--- src/rtl/nic_pkg.sv ---
package nic_pkg;
  typedef enum logic [1:0] {
    LVL_OPEN  = 2'd0,
    LVL_PRIO  = 2'd1,
    LVL_HOLD2 = 2'd2,
    LVL_HOLD3 = 2'd3
  } lvl_e;
endpackage

--- src/rtl/nic_arbiter.sv ---
module nic_arbiter
  import nic_pkg::*;
#(
  parameter int N_SRC = 8,
  localparam int IDX_W = $clog2(N_SRC)
) (
  input  logic [N_SRC-1:0] req_i,
  input  logic [IDX_W-1:0] prio_i,
  input  logic [1:0]       lvl_i,
  input  logic             allow_i,
  output logic             valid_o,
  output logic [IDX_W-1:0] idx_o
);
  logic [N_SRC-1:0] prio_mask, elig;

  for (genvar g = 0; g < N_SRC; g++) begin : g_mask
    assign prio_mask[g] = (prio_i == IDX_W'(g));
  end

  always_comb begin
    unique case (lvl_e'(lvl_i))
      LVL_OPEN: elig = req_i;
      LVL_PRIO: elig = req_i & prio_mask;
      default:  elig = '0;
    endcase
    if (!allow_i) elig = '0;
  end

  always_comb begin
    idx_o = '0;
    for (int i = N_SRC - 1; i >= 0; i--) begin
      if (elig[i]) idx_o = IDX_W'(i);
    end
    if (|(elig & prio_mask)) idx_o = prio_i;
  end

  assign valid_o = |elig;

  always_comb begin
    if (valid_o) begin
      a_r6_grant_is_requested: assert (req_i[idx_o]);
      a_r7_grant_allowed:      assert (allow_i);
    end
  end
endmodule

--- src/rtl/nic_lifo.sv ---
module nic_lifo #(
  parameter int DEPTH = 4,
  parameter int W     = 4,
  localparam int CNT_W = $clog2(DEPTH + 1),
  localparam int PTR_W = (DEPTH > 1) ? $clog2(DEPTH) : 1
) (
  input  logic         clk_i,
  input  logic         rst_ni,
  input  logic         push_i,
  input  logic [W-1:0] wdata_i,
  input  logic         pop_i,
  output logic         empty_o,
  output logic [W-1:0] rdata_o,
  output logic         ovf_o
);
  logic [W-1:0]     mem_q [DEPTH];
  logic [CNT_W-1:0] cnt_q;
  logic             full;

  assign empty_o = (cnt_q == '0);
  assign full    = (cnt_q == CNT_W'(DEPTH));
  assign rdata_o = empty_o ? '0 : mem_q[PTR_W'(cnt_q - 1'b1)];

  always_ff @(posedge clk_i or negedge rst_ni) begin
    if (!rst_ni) begin
      cnt_q <= '0;
      ovf_o <= 1'b0;
      for (int i = 0; i < DEPTH; i++) mem_q[i] <= '0;
    end else if (push_i) begin
      if (full) begin
        ovf_o <= 1'b1;
      end else begin
        mem_q[PTR_W'(cnt_q)] <= wdata_i;
        cnt_q <= cnt_q + 1'b1;
      end
    end else if (pop_i && !empty_o) begin
      cnt_q <= cnt_q - 1'b1;
    end
  end

  a_r12_ovf_sticky: assert property (@(posedge clk_i) disable iff (!rst_ni)
    ovf_o |=> ovf_o);
  a_r12_ovf_only_when_full: assert property (@(posedge clk_i) disable iff (!rst_ni)
    (!ovf_o && !(push_i && full)) |=> !ovf_o);
endmodule

--- src/rtl/nest_irq_ctrl.sv ---
module nest_irq_ctrl
  import nic_pkg::*;
#(
  parameter int N_SRC      = 8,
  parameter int LIFO_DEPTH = 4,
  parameter int FLAG_W     = 2,
  localparam int IDX_W  = $clog2(N_SRC),
  localparam int WORD_W = FLAG_W + 2
) (
  input  logic              clk_i,
  input  logic              rst_ni,
  input  logic [N_SRC-1:0]  req_i,
  input  logic              gie_we_i,
  input  logic              gie_wd_i,
  input  logic              prio_we_i,
  input  logic [IDX_W-1:0]  prio_wd_i,
  input  logic              ret_i,
  input  logic [1:0]        lvl_we_i,
  input  logic [1:0]        lvl_wd_i,
  input  logic [FLAG_W-1:0] flags_i,
  output logic              accept_o,
  output logic [IDX_W-1:0]  grant_idx_o,
  output logic [1:0]        level_o,
  output logic              push_o,
  output logic              pop_o,
  output logic [WORD_W-1:0] status_word_o,
  output logic              ovf_o
);
  logic              gie_q;
  logic [IDX_W-1:0]  prio_q;
  logic [1:0]        lvl_q;
  logic              arb_vld;
  logic [IDX_W-1:0]  arb_idx;
  logic              lifo_empty;
  logic [WORD_W-1:0] lifo_rdata, save_word;

  assign save_word = {flags_i, lvl_q};

  nic_arbiter #(.N_SRC(N_SRC)) u_arb (
    .req_i   (req_i),
    .prio_i  (prio_q),
    .lvl_i   (lvl_q),
    .allow_i (gie_q & ~ret_i),
    .valid_o (arb_vld),
    .idx_o   (arb_idx)
  );

  nic_lifo #(.DEPTH(LIFO_DEPTH), .W(WORD_W)) u_lifo (
    .clk_i   (clk_i),
    .rst_ni  (rst_ni),
    .push_i  (arb_vld),
    .wdata_i (save_word),
    .pop_i   (ret_i),
    .empty_o (lifo_empty),
    .rdata_o (lifo_rdata),
    .ovf_o   (ovf_o)
  );

  always_ff @(posedge clk_i or negedge rst_ni) begin
    if (!rst_ni) begin
      gie_q  <= 1'b0;
      prio_q <= '0;
    end else begin
      if (gie_we_i)  gie_q  <= gie_wd_i;
      if (prio_we_i) prio_q <= prio_wd_i;
    end
  end

  // level: accept > return > software bit writes (writes only with gie off)
  always_ff @(posedge clk_i or negedge rst_ni) begin
    if (!rst_ni) begin
      lvl_q <= LVL_OPEN;
    end else if (arb_vld) begin
      lvl_q <= lvl_q + 2'd1;
    end else if (ret_i) begin
      lvl_q <= lifo_empty ? 2'd0 : lifo_rdata[1:0];
    end else if (!gie_q) begin
      for (int b = 0; b < 2; b++) begin
        if (lvl_we_i[b]) lvl_q[b] <= lvl_wd_i[b];
      end
    end
  end

  always_ff @(posedge clk_i or negedge rst_ni) begin
    if (!rst_ni) begin
      accept_o      <= 1'b0;
      grant_idx_o   <= '0;
      push_o        <= 1'b0;
      pop_o         <= 1'b0;
      status_word_o <= '0;
    end else begin
      accept_o      <= arb_vld;
      grant_idx_o   <= arb_vld ? arb_idx : '0;
      push_o        <= arb_vld;
      pop_o         <= ret_i & ~lifo_empty;
      status_word_o <= arb_vld ? save_word
                     : (ret_i && !lifo_empty) ? lifo_rdata : '0;
    end
  end

  assign level_o = lvl_q;

  a_r3_level_inc: assert property (@(posedge clk_i) disable iff (!rst_ni)
    accept_o |-> level_o == $past(level_o) + 2'd1);
  a_r5_hold_levels: assert property (@(posedge clk_i) disable iff (!rst_ni)
    level_o[1] |=> !accept_o);
  a_r9_no_accept_on_ret: assert property (@(posedge clk_i) disable iff (!rst_ni)
    ret_i |=> !accept_o);
  a_r4_level1_prio: assert property (@(posedge clk_i) disable iff (!rst_ni)
    (level_o == 2'd1) |=> (!accept_o || grant_idx_o == $past(prio_q)));
  a_r11_level_stable: assert property (@(posedge clk_i) disable iff (!rst_ni)
    (gie_q && !ret_i && !arb_vld) |=> $stable(level_o));
  a_r7_gie_off: assert property (@(posedge clk_i) disable iff (!rst_ni)
    !gie_q |=> !accept_o);
endmodule

--- config.mk ---
export PLATFORM = sky130hd
export DESIGN_NAME = nest_irq_ctrl
export DESIGN_NICKNAME = d
export VERILOG_FILES = /design/src/rtl/nic_pkg.sv /design/src/rtl/nic_arbiter.sv /design/src/rtl/nic_lifo.sv /design/src/rtl/nest_irq_ctrl.sv
export SDC_FILE = /design/constraint.sdc
export NUM_CORES = 1
export LEC_CHECK = 0
export BUFFER_PORTS_ARGS = -buffer_cell sky130_fd_sc_hd__buf_2
export CORE_AREA = 4 4 73 75
export CTS_CLUSTER_SIZE = 28
export DETAILED_ROUTE_END_ITERATION = 12
export DIE_AREA = 0 0 77 79
export GPL_TIMING_DRIVEN = 0
export PLACE_DENSITY = 0.7
export SLEW_MARGIN = 5
export SYNTH_ARGS = -nofsm -noshare
export SYNTH_HDL_FRONTEND = slang
export SYNTH_SLANG_ARGS = --single-unit
--- constraint.sdc ---
create_clock -name clk_i -period 2 [get_ports clk_i]
set_input_delay 0.1 -clock clk_i [delete_from_list [all_inputs] [get_ports clk_i]]
set_output_delay 0.1 -clock clk_i [all_outputs]
set_load 0.01 [all_outputs]
After elaboration in Yosys (flattened, before gate mapping)
Cells that the tools add are included.
{"block": "classes", "add_sub_neg": 3, "magnitude_cmp": 3, "eq_ne": 11, "n_mux": 30, "n_bitwise": 9, "n_reduce_logical": 16}
{"cell": "$mux 3", "count": 13}
{"cell": "$mux 4", "count": 6}
{"cell": "$and 8x8->8", "count": 2}
{"cell": "$bwmux 16", "count": 1}
{"cell": "$pmux 8 s2", "count": 1}
{"cell": "$reduce_or 8->1", "count": 2}
{"cell": "$eq 3x3->1 const B", "count": 5}
{"cell": "$reduce_and 2->1", "count": 5}
{"cell": "$bmux 4 s2", "count": 1}
{"cell": "$demux 4 s2", "count": 1}
{"cell": "$mux 2", "count": 4}
{"cell": "$mux 8", "count": 1}
{"cell": "$eq 3x2->1 const B", "count": 2}
{"cell": "$ge 3x3->1 const B", "count": 2}
{"cell": "$logic_not 3->1", "count": 2}
{"cell": "$not 2->3", "count": 2}
{"cell": "$reduce_bool 3->1", "count": 2}
{"cell": "$add 3x1->3 const B", "count": 1}
{"cell": "$eq 3x1->1 const B", "count": 1}
{"cell": "$lt 3x1->1 const B", "count": 1}
{"cell": "$ne 3x2->1 const B", "count": 1}
{"cell": "$not 1->1", "count": 3}
{"cell": "$sub 3x1->3 const B", "count": 1}
{"cell": "$add 2x1->2 const B", "count": 1}
{"cell": "8 further kinds", "count": 11}
{"block": "word_totals", "ff_bits": 35, "inputBits": 23, "output_inout_bits": 13, "elab_cells": 86}

Logic depth before layout (Yosys ltp)
Gate-level depths: netlist (run 1).
{"block": "depth", "ltp_word": 14, "depth_mapped": 9, "ltp_nobuf": 8}

Hierarchy
Synthesis (run 1) repeated with hierarchy kept, for this count alone.
{"block": "hier_totals", "cells_unflattened": 189, "area_unflattened_um2": 2050.7}
{"mod": "nic_lifo", "instances": 1, "cells_per_inst": 81, "area_per_inst_um2": 1053.5, "seq_area_each_um2": 500.5}
{"mod": "nest_irq_ctrl", "instances": 1, "cells_per_inst": 52, "area_per_inst_um2": 613.1, "seq_area_each_um2": 375.4}
{"mod": "nic_arbiter", "instances": 1, "cells_per_inst": 56, "area_per_inst_um2": 384.1, "seq_area_each_um2": 0.0}

Worst setup path before layout (run 1)
Ideal clock, no wire load.
{"block": "synth_path", "kind": "reg-to-reg", "startpoint": "register lvl_q[1], in the netlist level_o[1]", "endpoint": "register lvl_q[1], in the netlist level_o[1]", "setup_ps": 125, "arrival_ps": 2043, "required_time_ps": 1875, "slack_ps": -168, "stages_incl_launch_ff": 9, "path_buffers": 1, "period_less_slack_ps": 2168, "cell_sequence": "dfrtp_1 inv_1 ha_1 nor4bb_1 o21ai_1 a41oi_1 a21o_1 buf_4 mux2_2"}
{"block": "synth_between", "elab_chain_len": 6, "elab_cells_between_ends": 10, "classes_between": "1 x add/sub; 2 x eq/ne; 3 x mux; 4 x reduce/logical"}
{"item": "from (decl)", "line": "nest_irq_ctrl.sv:31", "rtl": "logic [1:0] lvl_q;"}
{"item": "from (signal assigned)", "line": "nest_irq_ctrl.sv:74", "rtl": "lvl_q <= lvl_q + 2'd1;"}
{"item": "from (signal assigned)", "line": "nest_irq_ctrl.sv:76", "rtl": "lvl_q <= lifo_empty ? 2'd0 : lifo_rdata[1:0];"}
{"item": "from (signal, indexed assignment)", "line": "nest_irq_ctrl.sv:79", "rtl": "if (lvl_we_i[b]) lvl_q[b] <= lvl_wd_i[b];"}
{"item": "$eq 2x1->1 or $logic_not 2->1 (tied branches)", "line": "nic_arbiter.sv:21", "rtl": "unique case (lvl_e'(lvl_i))"}
{"item": "$pmux 8 s2 (*)", "line": "nic_arbiter.sv:21"}
{"item": "$mux 8 (*)", "line": "nic_arbiter.sv:26", "rtl": "if (!allow_i) elig = '0;"}
{"item": "$reduce_or 8->1 (*)", "line": "nic_arbiter.sv:37", "rtl": "assign valid_o = |elig;"}
{"item": "via arb_vld", "line": "nest_irq_ctrl.sv:32", "rtl": "logic arb_vld;"}
{"item": "$ne 3x2->1 (no line) or $reduce_bool 3->1 (tied branches)"}
{"item": "$reduce_and 2->1 (no line)"}
The timed path passes the listed nets; every way through them passes the cells marked *.
A chain may end at the register's enable or synchronous reset.

Worst setup path after layout (run 1)
{"block": "layout_path", "startpoint": "register prio_q[0]", "endpoint": "register u_lifo.mem_q[12] (netlist bit)"}
{"block": "layout_between", "elab_chain_len": 6, "elab_cells_between_ends": 13, "classes_between": "7 x eq/ne; 2 x mux; 1 x bitwise; 3 x reduce/logical"}
{"item": "from (decl)", "line": "nest_irq_ctrl.sv:30", "rtl": "logic [IDX_W-1:0] prio_q;"}
{"item": "from (signal assigned)", "line": "nest_irq_ctrl.sv:65", "rtl": "if (prio_we_i) prio_q <= prio_wd_i;"}
{"item": "$eq 3x1->1, or another cell as far along", "line": "nic_arbiter.sv:17", "rtl": "assign prio_mask[g] = (prio_i == IDX_W'(g));"}
{"item": "$and 8x8->8 (*)", "line": "nic_arbiter.sv:23", "rtl": "LVL_PRIO: elig = req_i & prio_mask;"}
{"item": "$pmux 8 s2 (*)", "line": "nic_arbiter.sv:21"}
{"item": "$mux 8 (*)", "line": "nic_arbiter.sv:26"}
{"item": "$reduce_or 8->1 (*)", "line": "nic_arbiter.sv:37"}
{"item": "$reduce_and 2->1 (no line) (*)"}
{"item": "to (signal, indexed assignment)", "line": "nic_lifo.sv:33", "rtl": "mem_q[PTR_W'(cnt_q)] <= wdata_i;"}
{"item": "to (decl)", "line": "nic_lifo.sv:16", "rtl": "logic [W-1:0] mem_q [DEPTH];"}
Every way passes the cells marked *; elsewhere a longest branch is shown, timed or not.

==> results of run 1 <==
[synthesized netlist by cell type (all sizes together) (2+ instances only)]
cell and instances:
and3 2, o21ai 15, inv 9, mux4 6, nand2b 2, clkbuf 3
buf 5, nor4bb 2, a21o 2, nand2 24, a21oi 7, or2b 2
nor3b 2, ha 8, o311ai 2, nor2b 3, a22o 2, dfrtp 35
o31ai 2, mux2 18, nand3 2, nor2 6, o21a 2
[state kept, by name (all words and copies together) (netlist names)]
signal         flops
status_word_o      4
grant_idx_o        3
push_o             1
prio_q             3
gie_q              1
level_o            2
pop_o              1
u_lifo.cnt_q       3
u_lifo.mem_q      16
u_lifo.ovf_o       1
[metrics by stage]
stage	hold slack (ns)	util (%)	setup TNS (ns)	instance area [µm²]	setup WS, ns
after global routing	0.0180	58.3	-2.28	2720	-0.121
after global placement	0.209	49.0	-3.38	2280	-0.192
after floorplan	-0.196	-	-0.219	2040	-0.0131
final	0.0171	58.3	-0.624	2720	-0.0488
after CTS	0.0108	57.0	-0.188	2660	-0.0271
after detailed placement	0.221	49.0	-4.08	2280	-0.207
[cell families after synthesis]
logic type	count (synthesis)	synth area share (%)
simple gates	53	14.5
mux	24	17.4
compound gates	39	13.0
fa+ha+maj	8	5.16
buf+inv	17	4.32
flops	35	45.2
xor+xnor	1	0.452
[layout make-up]
class	count	area [µm²]
timing repair buffer	47	279
tap	54	67.6
inverter	9	36.3
sequential	35	881
fill	370	1940
buffer	8	77.6
clock buffer	6	72.6
clock inverter	2	60.1
multi-input combinational	125	1240
[worst min path at each step]
stage	end	slack, ns	depth (start not counted)
after floorplan	gie_q	-0.20	0
after global placement	status_word_o[3]	0.21	1
after global routing	gie_q	0.02	2
after detailed placement	status_word_o[3]	0.22	1
after CTS	gie_q	0.01	2
final	gie_q	0.02	2
[timing repair]
action | in CTS | in global routing
hold endpoints to repair | 35 | 0
buffers inserted | 9 | 1
gates resized for setup | 37 | 12
cloned | 0 | 1
endpoints found under the setup margin | 25 | 24
pin swaps | 11 | 12
hold buffers | 1 | 0
[worst max-delay path, cell delays in order, from the launching register on]
cell and delay, ns:
dfrtp_2 0.45, buf_6 0.16, or2_4 0.28, a21oi_4 0.19, o221ai_4 0.13, o21a_4 0.31
nand2_4 0.12, mux2_4 0.31
[routing by layer]
| metal | wire, µm | vias up | part of all wire, % | global-route usage [%] |
|---|---|---|---|---|
| met5 | 0 | - | 0 | 0 |
| met4 | 116 | 0 | 2.6 | 6.94 |
| met3 | 152 | 9 | 3.3 | 3.51 |
| met2 | 2090 | 35 | 46 | 24.7 |
| met1 | 2190 | 758 | 48 | 21.9 |
| li1 | - | 742 | - | - |
[power by group through the flow]
stage | Combinational [W] | Sequential (W) | Clock (W)
after floorplan | 0.00106 | 0.00116 | 0
after global placement | 0.00140 | 0.00116 | 0
after detailed placement | 0.00144 | 0.00117 | 0
after CTS | 0.00183 | 0.00113 | 0.000772
after global routing | 0.00208 | 0.00118 | 0.000802
final | 0.00191 | 0.00114 | 0.000759
==> qor.yml, run 1 <==
global_routing:
  antenna_found_initial: 0
  overflow: 0
  grt_pass1_wl_um: 7620
  grt_pass1_vias: 1578
  groute.usage.overall_pct: 16.1
  grt_max_degree: 36
finish:
  diodes: 0
  area_growth_pct: 40.2
  layout.nets: 262
  layout_common_cells: "buf_2 (35), dfrtp_1 (31), nand2_1 (18), mux2_4 (16)"
  final_common_cell: "buf_2"
  drive_above_1_share_pct: 49.6
  instances_no_fill: 286
power_and_ir_drop:
  switching_share_pct: 33.5
  pwr-share-comb_pct: 50.2
  p_seq_share_pct: 30.0
  internal_power_w: 0.00254
  net-switching-power_w: 0.00128
  total_power_w: 0.00382
  ir_worst_vdd_mv: 0.532
  p_clk_share_pct: 19.9
  powerDensity_nw_per_um2: 1400
  p_leak_nw: 1.33
setup_path:
  critical_path_class: "reg2reg"
  crit_arrival_ns: 2.22
  r2r_end: "u_lifo.mem_q[12]"
  critPathMaxFanout: 10
  reg2reg_depth: 7
  cp-start-kind: "register"
  crit_start: "prio_q[0]"
  cp.required_ns: 2.17
  worst_setup_path_end_kind: "register"
  crit_end: "u_lifo.mem_q[12]"
  timing.rr.start: "prio_q[0]"
  regToRegSetupSlack_ns: -0.05
logic_synthesis:
  synthArstFlopShare_pct: 100
  synth_edf_count: 0
  yosys.area.top_type_share_pct: 45.2
  synth_area_um2: 1940
  synth_top_cells_by_area: "dfrtp_1 (45%), mux2_2 (10%), mux4_2 (7.0%)"
  yosys_register_bits: 35
  synth.net_count: 208
  postSynthAreaPerCell_um2: 11.0
  seq_area_frac_synth_pct: 45.2
  yosysTopAreaCell: "dfrtp_1"
  yosys_warnings: 0
  synth_flop_cell: "dfrtp_1"
  syn_inst: 177
  yosysUniqueCellTypes: 43
status:
  failed_checks: "negative setup slack"
  status: "finished with violations"
drt:
  wl_um: 4540
  route.antenna.remaining_nets: 0
  vias: 1544
  drc_errors: 0
  dr.pass1.iters: 4
  wl_per_cell_um: 15.9
  vias_per_cell: 5.40
  first_iter_violations: 114
sta:
  worst_slack_ns: -0.0488
  finalWorstPathRequiredPeriod_ns: 2.05
  finalSetupViolCount: 18
  max_freq_ghz: 0.488
  slew_viol_final: 0
  min_period_over_period_pct: 102
  worst_pin_slew_ns: 0.763
  clock_skew_ns: 0.00671
  final_hold_viol_count: 0
  rsz0062_at_grt: "yes"
  slew_headroom_pct: 49.1
clock_network:
  cts_tree: "built"
  h-tree-depth: 2
  cts_buffers: 5
  cts_sinks: 35
  path_clk_slew_ns: 0.07
  root_buffer: "clkbuf_8"
  clk_latency_ns: 0.29
  cts_max_path_buffers: 2
placement:
  portBuffers: 35
  place_inst: 266
  routabilityCongestion: 0.855
  dp_hpwl_um: 2980
flow_run:
  maxCapViolCount: 0
floorplan:
  fp.dieH_um: 79
  io_pins: 36
  fp.dieW_um: 77
  rows: 25
  coreArea_um2: 4660
  dieArea_um2: 6080
  start_util_pct: 41.6
hold_path:
  hp-start: "gie_we_i"
  hp-class: "in2reg"
(Power assumes the default switching activity.)
==> inputs of run 2 (changes only) <==
--- a/config.mk
+++ b/config.mk
@@ -11,7 +11,7 @@
 export DETAILED_ROUTE_END_ITERATION = 12
 export DIE_AREA = 0 0 77 79
 export GPL_TIMING_DRIVEN = 0
-export PLACE_DENSITY = 0.7
+export PLACE_DENSITY_LB_ADDON = 0.05
 export SLEW_MARGIN = 5
 export SYNTH_ARGS = -nofsm -noshare
 export SYNTH_HDL_FRONTEND = slang
==> qor.yml, run 2 (synthesis gave the netlist of run 1 again) <==
status:
  status: "finished with violations"  # unchanged
  failed_checks: "negative setup slack"  # unchanged
global_routing:
  groute.usage.overall_pct: 16.9  # was 16.1%
  overflow: 0  # unchanged
  grt_pass1_vias: 1686  # was 1578
  grt_max_degree: 36  # unchanged
  grt_pass1_wl_um: 8070  # was 7620 µm
  antenna_found_initial: 0  # unchanged
setup_path:
  critPathMaxFanout: 6  # was 10
  crit_start: "level_o[0]"  # was prio_q[0]
  crit_arrival_ns: 2.20  # was 2.22 ns
  timing.rr.start: "level_o[0]"  # was prio_q[0]
  crit_chain: "inv_2 > ha_4 > or2_4 > a21oi_4 > o221ai_2 > o21a_4 > nand2_4 > mux2_2"  # was buf_6 > or2_4 > a21oi_4 > o221ai_4 > o21a_4 > nand2_4 > mux2_4
  cpLargestDelayFamily: "compound AO/OA/AOI/OAI gates"  # unchanged
  path_depth: 8  # was 7
  slowest_stage: "dfrtp_2"  # unchanged
  r2r_end: "u_lifo.mem_q[12]"  # unchanged
  critPathBufInv: 1  # unchanged
  critical_path_class: "reg2reg"  # unchanged
  crit_path_max_incr_delay_ns: 0.41  # was 0.45 ns
  cp.required_ns: 2.17  # about the same
  cp-start-kind: "register"  # unchanged
  reg2reg_depth: 8  # was 7
  worst_setup_path_end_kind: "register"  # unchanged
  regToRegSetupSlack_ns: -0.04  # was -0.05 ns
sta:
  slew_headroom_pct: 49.1  # about the same
  max_freq_ghz: 0.491  # was 0.488 GHz
  clock_skew_ns: 0.00448  # was 0.00671 ns
  finalSetupViolCount: 17  # was 18
  timing.hold.ws_ns: 0.0372  # was 0.0171 ns
  min_period_over_period_pct: 102  # about the same
  finalWorstPathRequiredPeriod_ns: 2.04  # was 2.05 ns
  worst_pin_slew_ns: 0.764  # was 0.763 ns
  rsz0062_at_grt: "yes"  # unchanged
  worst_slack_ns: -0.0351  # was -0.0488 ns
  slew_viol_final: 0  # unchanged
  fin_setup_tns_ns: -0.349  # was -0.624 ns
  final_hold_viol_count: 0  # unchanged
finish:
  reg_top3: "u_lifo.mem_q (16), status_word_o (4)"  # unchanged
  layout.nets: 265  # was 262
  area_growth_pct: 38.4  # was 40.2%
  diodes: 0  # unchanged
  instances_no_fill: 289  # was 286
  drive_above_1_share_pct: 50.2  # was 49.6%
  layout_common_cells: "buf_2 (35), dfrtp_1 (32), nand2_1 (18), buf_4 (16), o21ai_0 (11)"  # was buf_2 (35), dfrtp_1 (31), nand2_1 (18), mux2_4 (16)
  final_common_cell: "buf_2"  # unchanged
  largest_reg_flops: 16  # unchanged
  top_register: "u_lifo.mem_q"  # unchanged
  fin_util_pct: 57.6  # was 58.3%
floorplan:
  fp.dieW_um: 77  # unchanged
  io_pins: 36  # unchanged
  fp.dieH_um: 79  # unchanged
  start_util_pct: 41.6  # unchanged
  coreArea_um2: 4660  # unchanged
  rows: 25  # unchanged
  dieArea_um2: 6080  # unchanged
power_and_ir_drop:
  p_leak_nw: 1.30  # was 1.33 nW
  switching_share_pct: 33.7  # was 33.5%
  pwr-share-comb_pct: 49.3  # was 50.2%
  net-switching-power_w: 0.00126  # was 0.00128 W
  internal_power_w: 0.00247  # was 0.00254 W
  p_seq_share_pct: 30.5  # was 30.0%
  total_power_w: 0.00373  # was 0.00382 W
  p_clk_share_pct: 20.1  # was 19.9%
  ir_worst_vdd_mv: 0.673  # was 0.532 mV
  powerDensity_nw_per_um2: 1390  # was 1400 nW/µm²
placement:
  routabilityCongestion: 0.861  # was 0.855
  place_inst: 266  # unchanged
  dp_hpwl_um: 3480  # was 2980 µm
  portBuffers: 35  # unchanged
clock_network:
  root_buffer: "clkbuf_8"  # unchanged
  cts_max_path_buffers: 2  # unchanged
  cts_sinks: 35  # unchanged
  path_clk_slew_ns: 0.07  # about the same
  h-tree-depth: 2  # unchanged
  cts_buffers: 5  # unchanged
  cts_tree: "built"  # unchanged
  clk_latency_ns: 0.28  # was 0.29 ns
drt:
  wl_per_cell_um: 16.7  # was 15.9 µm
  vias: 1561  # was 1544
  first_iter_violations: 27  # was 114
  dr.pass1.iters: 4  # unchanged
  drc_errors: 0  # unchanged
  route.antenna.remaining_nets: 0  # unchanged
  wl_um: 4830  # was 4540 µm
  vias_per_cell: 5.40  # about the same
hold_path:
  min_path_cells: 2  # unchanged
  min_to: "gie_q"  # unchanged
  hp-class: "in2reg"  # unchanged
  hp-start: "gie_we_i"  # unchanged
flow_run:
  maxCapViolCount: 0  # unchanged
==> run 2: worst max path at each step <==
stage                       endpoint  slack (ns)
floorplan           u_lifo.mem_q[12]       -0.01
global placement     u_lifo.cnt_q[2]       -0.21
detailed placement  u_lifo.mem_q[13]       -0.27
CTS                 u_lifo.mem_q[12]       -0.04
global route         u_lifo.cnt_q[2]       -0.09
finish              u_lifo.mem_q[12]       -0.04
==> run 2: cell type report <==
cell class              count  area (µm²)
clock inverters             3        67.6
repair buffers             50         290
inverters                   9        36.3
clock buffers               5        68.8
flip-flops and latches     35         880
well taps                  54        67.6
fillers                   407        1980
multi-input cells         125        1200
plain buffers               8        71.3
==> run 2: power by group through the flow <==
stage               Combinational [W]  Sequential, W  Clock, W
finish                        0.00184        0.00114  0.000750
global route                  0.00202        0.00117  0.000818
CTS                           0.00178        0.00113  0.000779
detailed placement            0.00147        0.00118         0
global placement              0.00143        0.00115         0
floorplan                     0.00106        0.00116         0
==> run 2: metrics by stage <==
step	cell area, µm²	setup WS (ns)
5_1_grt	2680	-0.0906
3_5_place_dp	2280	-0.273
2_1_floorplan	2040	-0.0131
3_3_place_gp	2280	-0.211
6_report	2680	-0.0351
4_1_cts	2630	-0.0393
==> run 2: metal layers <==
metal,vias up,routed length [µm],track usage (%)
met2,21,2720,31.7
li1,752,-,-
met4,0,86,5.16
met1,780,1880,19.1
met3,8,147,3.97
met5,-,0,0
==> run 2: worst reg2reg max path, cell delays in order, from the launching register on <==
cell and delay, ns:
dfrtp_2 0.41, inv_2 0.06, ha_4 0.16, or2_4 0.25, a21oi_4 0.14, o221ai_2 0.15
o21a_4 0.30, nand2_4 0.12, mux2_2 0.33
==> run 2: what timing repair did <==
item	in CTS	in global routing
hold buffers	1	0
buffers inserted	10	4
hold endpoints to repair	35	0
pin swaps	12	10
gates resized for setup	26	10
endpoints found under the setup margin	26	25
gates cloned	0	1
==> inputs of run 3 (changes only) <==
--- a/config.mk
+++ b/config.mk
@@ -12,6 +12,7 @@
 export DIE_AREA = 0 0 77 79
 export GPL_TIMING_DRIVEN = 0
 export PLACE_DENSITY_LB_ADDON = 0.05
+export SETUP_SLACK_MARGIN = 0.4
 export SLEW_MARGIN = 5
 export SYNTH_ARGS = -nofsm -noshare
 export SYNTH_HDL_FRONTEND = slang
==> qor.yml, run 3 (synthesis gave the netlist of run 1 again) <==
status:
  status: "finished with violations"  # unchanged
  failed_checks: "negative setup slack"  # unchanged
drt:
  vias: 1606  # was 1561
  first_iter_violations: 64  # was 27
  drc_errors: 0  # unchanged
  wl_um: 5100  # was 4830 µm
  vias_per_cell: 5.48  # was 5.40
  dr.pass1.iters: 4  # unchanged
  route.antenna.remaining_nets: 0  # unchanged
  wl_per_cell_um: 17.4  # was 16.7 µm
global_routing:
  antenna_found_initial: 0  # unchanged
  groute.usage.overall_pct: 17.6  # was 16.9%
  overflow: 0  # unchanged
  grt_max_degree: 36  # unchanged
  grt_pass1_wl_um: 8490  # was 8070 µm
  grt_pass1_vias: 1750  # was 1686
setup_path:
  critPathMaxFanout: 6  # unchanged
  cp-start-kind: "register"  # unchanged
  path_depth: 8  # unchanged
  worst_setup_path_end_kind: "register"  # unchanged
  critical_path_class: "reg2reg"  # unchanged
  cpLargestDelayFamily: "compound AO/OA/AOI/OAI gates"  # unchanged
  reg2reg_depth: 8  # unchanged
  regToRegSetupSlack_ns: -0.05  # was -0.04 ns
  critPathBufInv: 1  # unchanged
  slowest_stage: "dfrtp_2"  # unchanged
  crit_arrival_ns: 2.22  # was 2.20 ns
  cp.required_ns: 2.18  # was 2.17 ns
  crit_chain: "inv_2 > ha_4 > or2_4 > a21oi_4 > o221ai_2 > o21a_4 > nand2_4 > mux2_2"  # unchanged
  crit_path_max_incr_delay_ns: 0.42  # was 0.41 ns
finish:
  instances_no_fill: 293  # was 289
  diodes: 0  # unchanged
  reg_top3: "u_lifo.mem_q (16), status_word_o (4)"  # unchanged
  area_growth_pct: 45.0  # was 38.4%
  drive_above_1_share_pct: 56.9  # was 50.2%
  multiInputGateArea_um2: 1290  # was 1200 µm²
  final_common_cell: "buf_2"  # unchanged
  layout_common_cells: "buf_2 (35), dfrtp_1 (32), nand2_1 (15), buf_4 (14), mux2_4 (14)"  # was buf_2 (35), dfrtp_1 (32), nand2_1 (18), buf_4 (16), o21ai_0 (11)
  n_fill_cell: 397  # was 407
  largest_reg_flops: 16  # unchanged
  post-route-cell-area_um2: 2810  # was 2680 µm²
  top_register: "u_lifo.mem_q"  # unchanged
  layout.nets: 269  # was 265
  seq_area_um2: 880  # unchanged
placement:
  portBuffers: 35  # unchanged
  dp_hpwl_um: 3390  # was 3480 µm
  place_inst: 266  # unchanged
  routabilityCongestion: 0.798  # was 0.861
  postPlaceCellArea_um2: 2290  # was 2280 µm²
power_and_ir_drop:
  ir_worst_vdd_mv: 0.657  # was 0.673 mV
  p_leak_nw: 1.37  # was 1.30 nW
  p_clk_share_pct: 17.1  # was 20.1%
  powerDensity_nw_per_um2: 1370  # was 1390 nW/µm²
  p_seq_share_pct: 29.7  # was 30.5%
  switching_share_pct: 34.9  # was 33.7%
  net-switching-power_w: 0.00135  # was 0.00126 W
  pwr-share-comb_pct: 53.2  # was 49.3%
  internal_power_w: 0.00251  # was 0.00247 W
clock_network:
  cts_buffers: 5  # unchanged
  root_buffer: "clkbuf_8"  # unchanged
  path_clk_slew_ns: 0.08  # was 0.07 ns
  clk_latency_ns: 0.29  # was 0.28 ns
  cts_max_path_buffers: 2  # unchanged
  cts_sinks: 35  # unchanged
  h-tree-depth: 2  # unchanged
  cts_tree: "built"  # unchanged
sta:
  min_period_over_period_pct: 102  # about the same
  slew_viol_final: 0  # unchanged
  timing.hold.ws_ns: 0.00574  # was 0.0372 ns
  rsz0062_at_grt: "yes"  # unchanged
  worst_pin_slew_ns: 0.784  # was 0.764 ns
  clock_skew_ns: 0.0113  # was 0.00448 ns
  worst_slack_ns: -0.0460  # was -0.0351 ns
  finalSetupViolCount: 18  # was 17
  slew_headroom_pct: 47.7  # was 49.1%
  finalWorstPathRequiredPeriod_ns: 2.05  # was 2.04 ns
  max_freq_ghz: 0.489  # was 0.491 GHz
  final_hold_viol_count: 0  # unchanged
floorplan:
  dieArea_um2: 6080  # unchanged
  io_pins: 36  # unchanged
  fp.dieH_um: 79  # unchanged
  fp.dieW_um: 77  # unchanged
  coreArea_um2: 4660  # unchanged
  rows: 25  # unchanged
  start_util_pct: 41.6  # unchanged
hold_path:
  min_path_cells: 2  # unchanged
  hp-class: "in2reg"  # unchanged
flow_run:
  maxCapViolCount: 0  # unchanged
-- run 3: timing repair --
action | 4_1_cts | 5_1_grt
pin swaps | 20 | 17
endpoints found under the setup margin | 31 | 30
gates cloned | 1 | 0
buffers inserted | 10 | 7
gates resized for setup | 43 | 21
hold endpoints to repair | 35 | 0
hold buffers | 1 | 0
-- run 3: final timing paths --
path                                         end          from
worst max register to register  u_lifo.mem_q[12]    level_o[0]
worst max-delay path            u_lifo.mem_q[12]    level_o[0]
max in group asynchronous              prio_q[1]        rst_ni
worst min-delay path                       gie_q      gie_we_i
worst min register to register      u_lifo.ovf_o  u_lifo.ovf_o
min in group asynchronous                 push_o        rst_ni
-- run 3: power by group through the flow --
stage                     logic, W  registers [W]  clock network (W)
after floorplan            0.00107        0.00116                  0
after global placement     0.00143        0.00115                  0
after detailed placement   0.00146        0.00117                  0
after CTS                  0.00186        0.00114           0.000678
after global routing       0.00223        0.00118           0.000705
final                      0.00205        0.00115           0.000660
-- run 3: layout make-up --
class / instances / area share [%]
sequential: 35 / 31.3
clock buffer: 6 / 2.94
multi-input combinational: 125 / 46.0
inverter: 9 / 1.29
buffer: 8 / 2.76
clock inverter: 2 / 1.25
timing repair buffer: 54 / 12.1
tap: 54 / 2.40
-- run 3: per-stage QoR --
step / TNS, ns / worst slack [ns] / utilization [%] / power, W
after CTS: -0.549 / -0.0394 / 57.4 / 0.00368
after floorplan: -0.207 / -0.0131 / - / 0.00223
after global routing: -2.15 / -0.124 / 60.3 / 0.00411
after detailed placement: -3.96 / -0.206 / 49.2 / 0.00264
after global placement: -3.37 / -0.184 / 49.2 / 0.00258
final: -0.640 / -0.0460 / 60.3 / 0.00386
-- run 3: metal layers --
metal / vias to the layer above / GRT usage [%] / share of wire (%)
met5: - / 0 / 0
met4: 0 / 5.87 / 1.2
met3: 6 / 3.85 / 3.7
met2: 27 / 33.7 / 55
met1: 813 / 19.3 / 40
li1: 760 / - / -
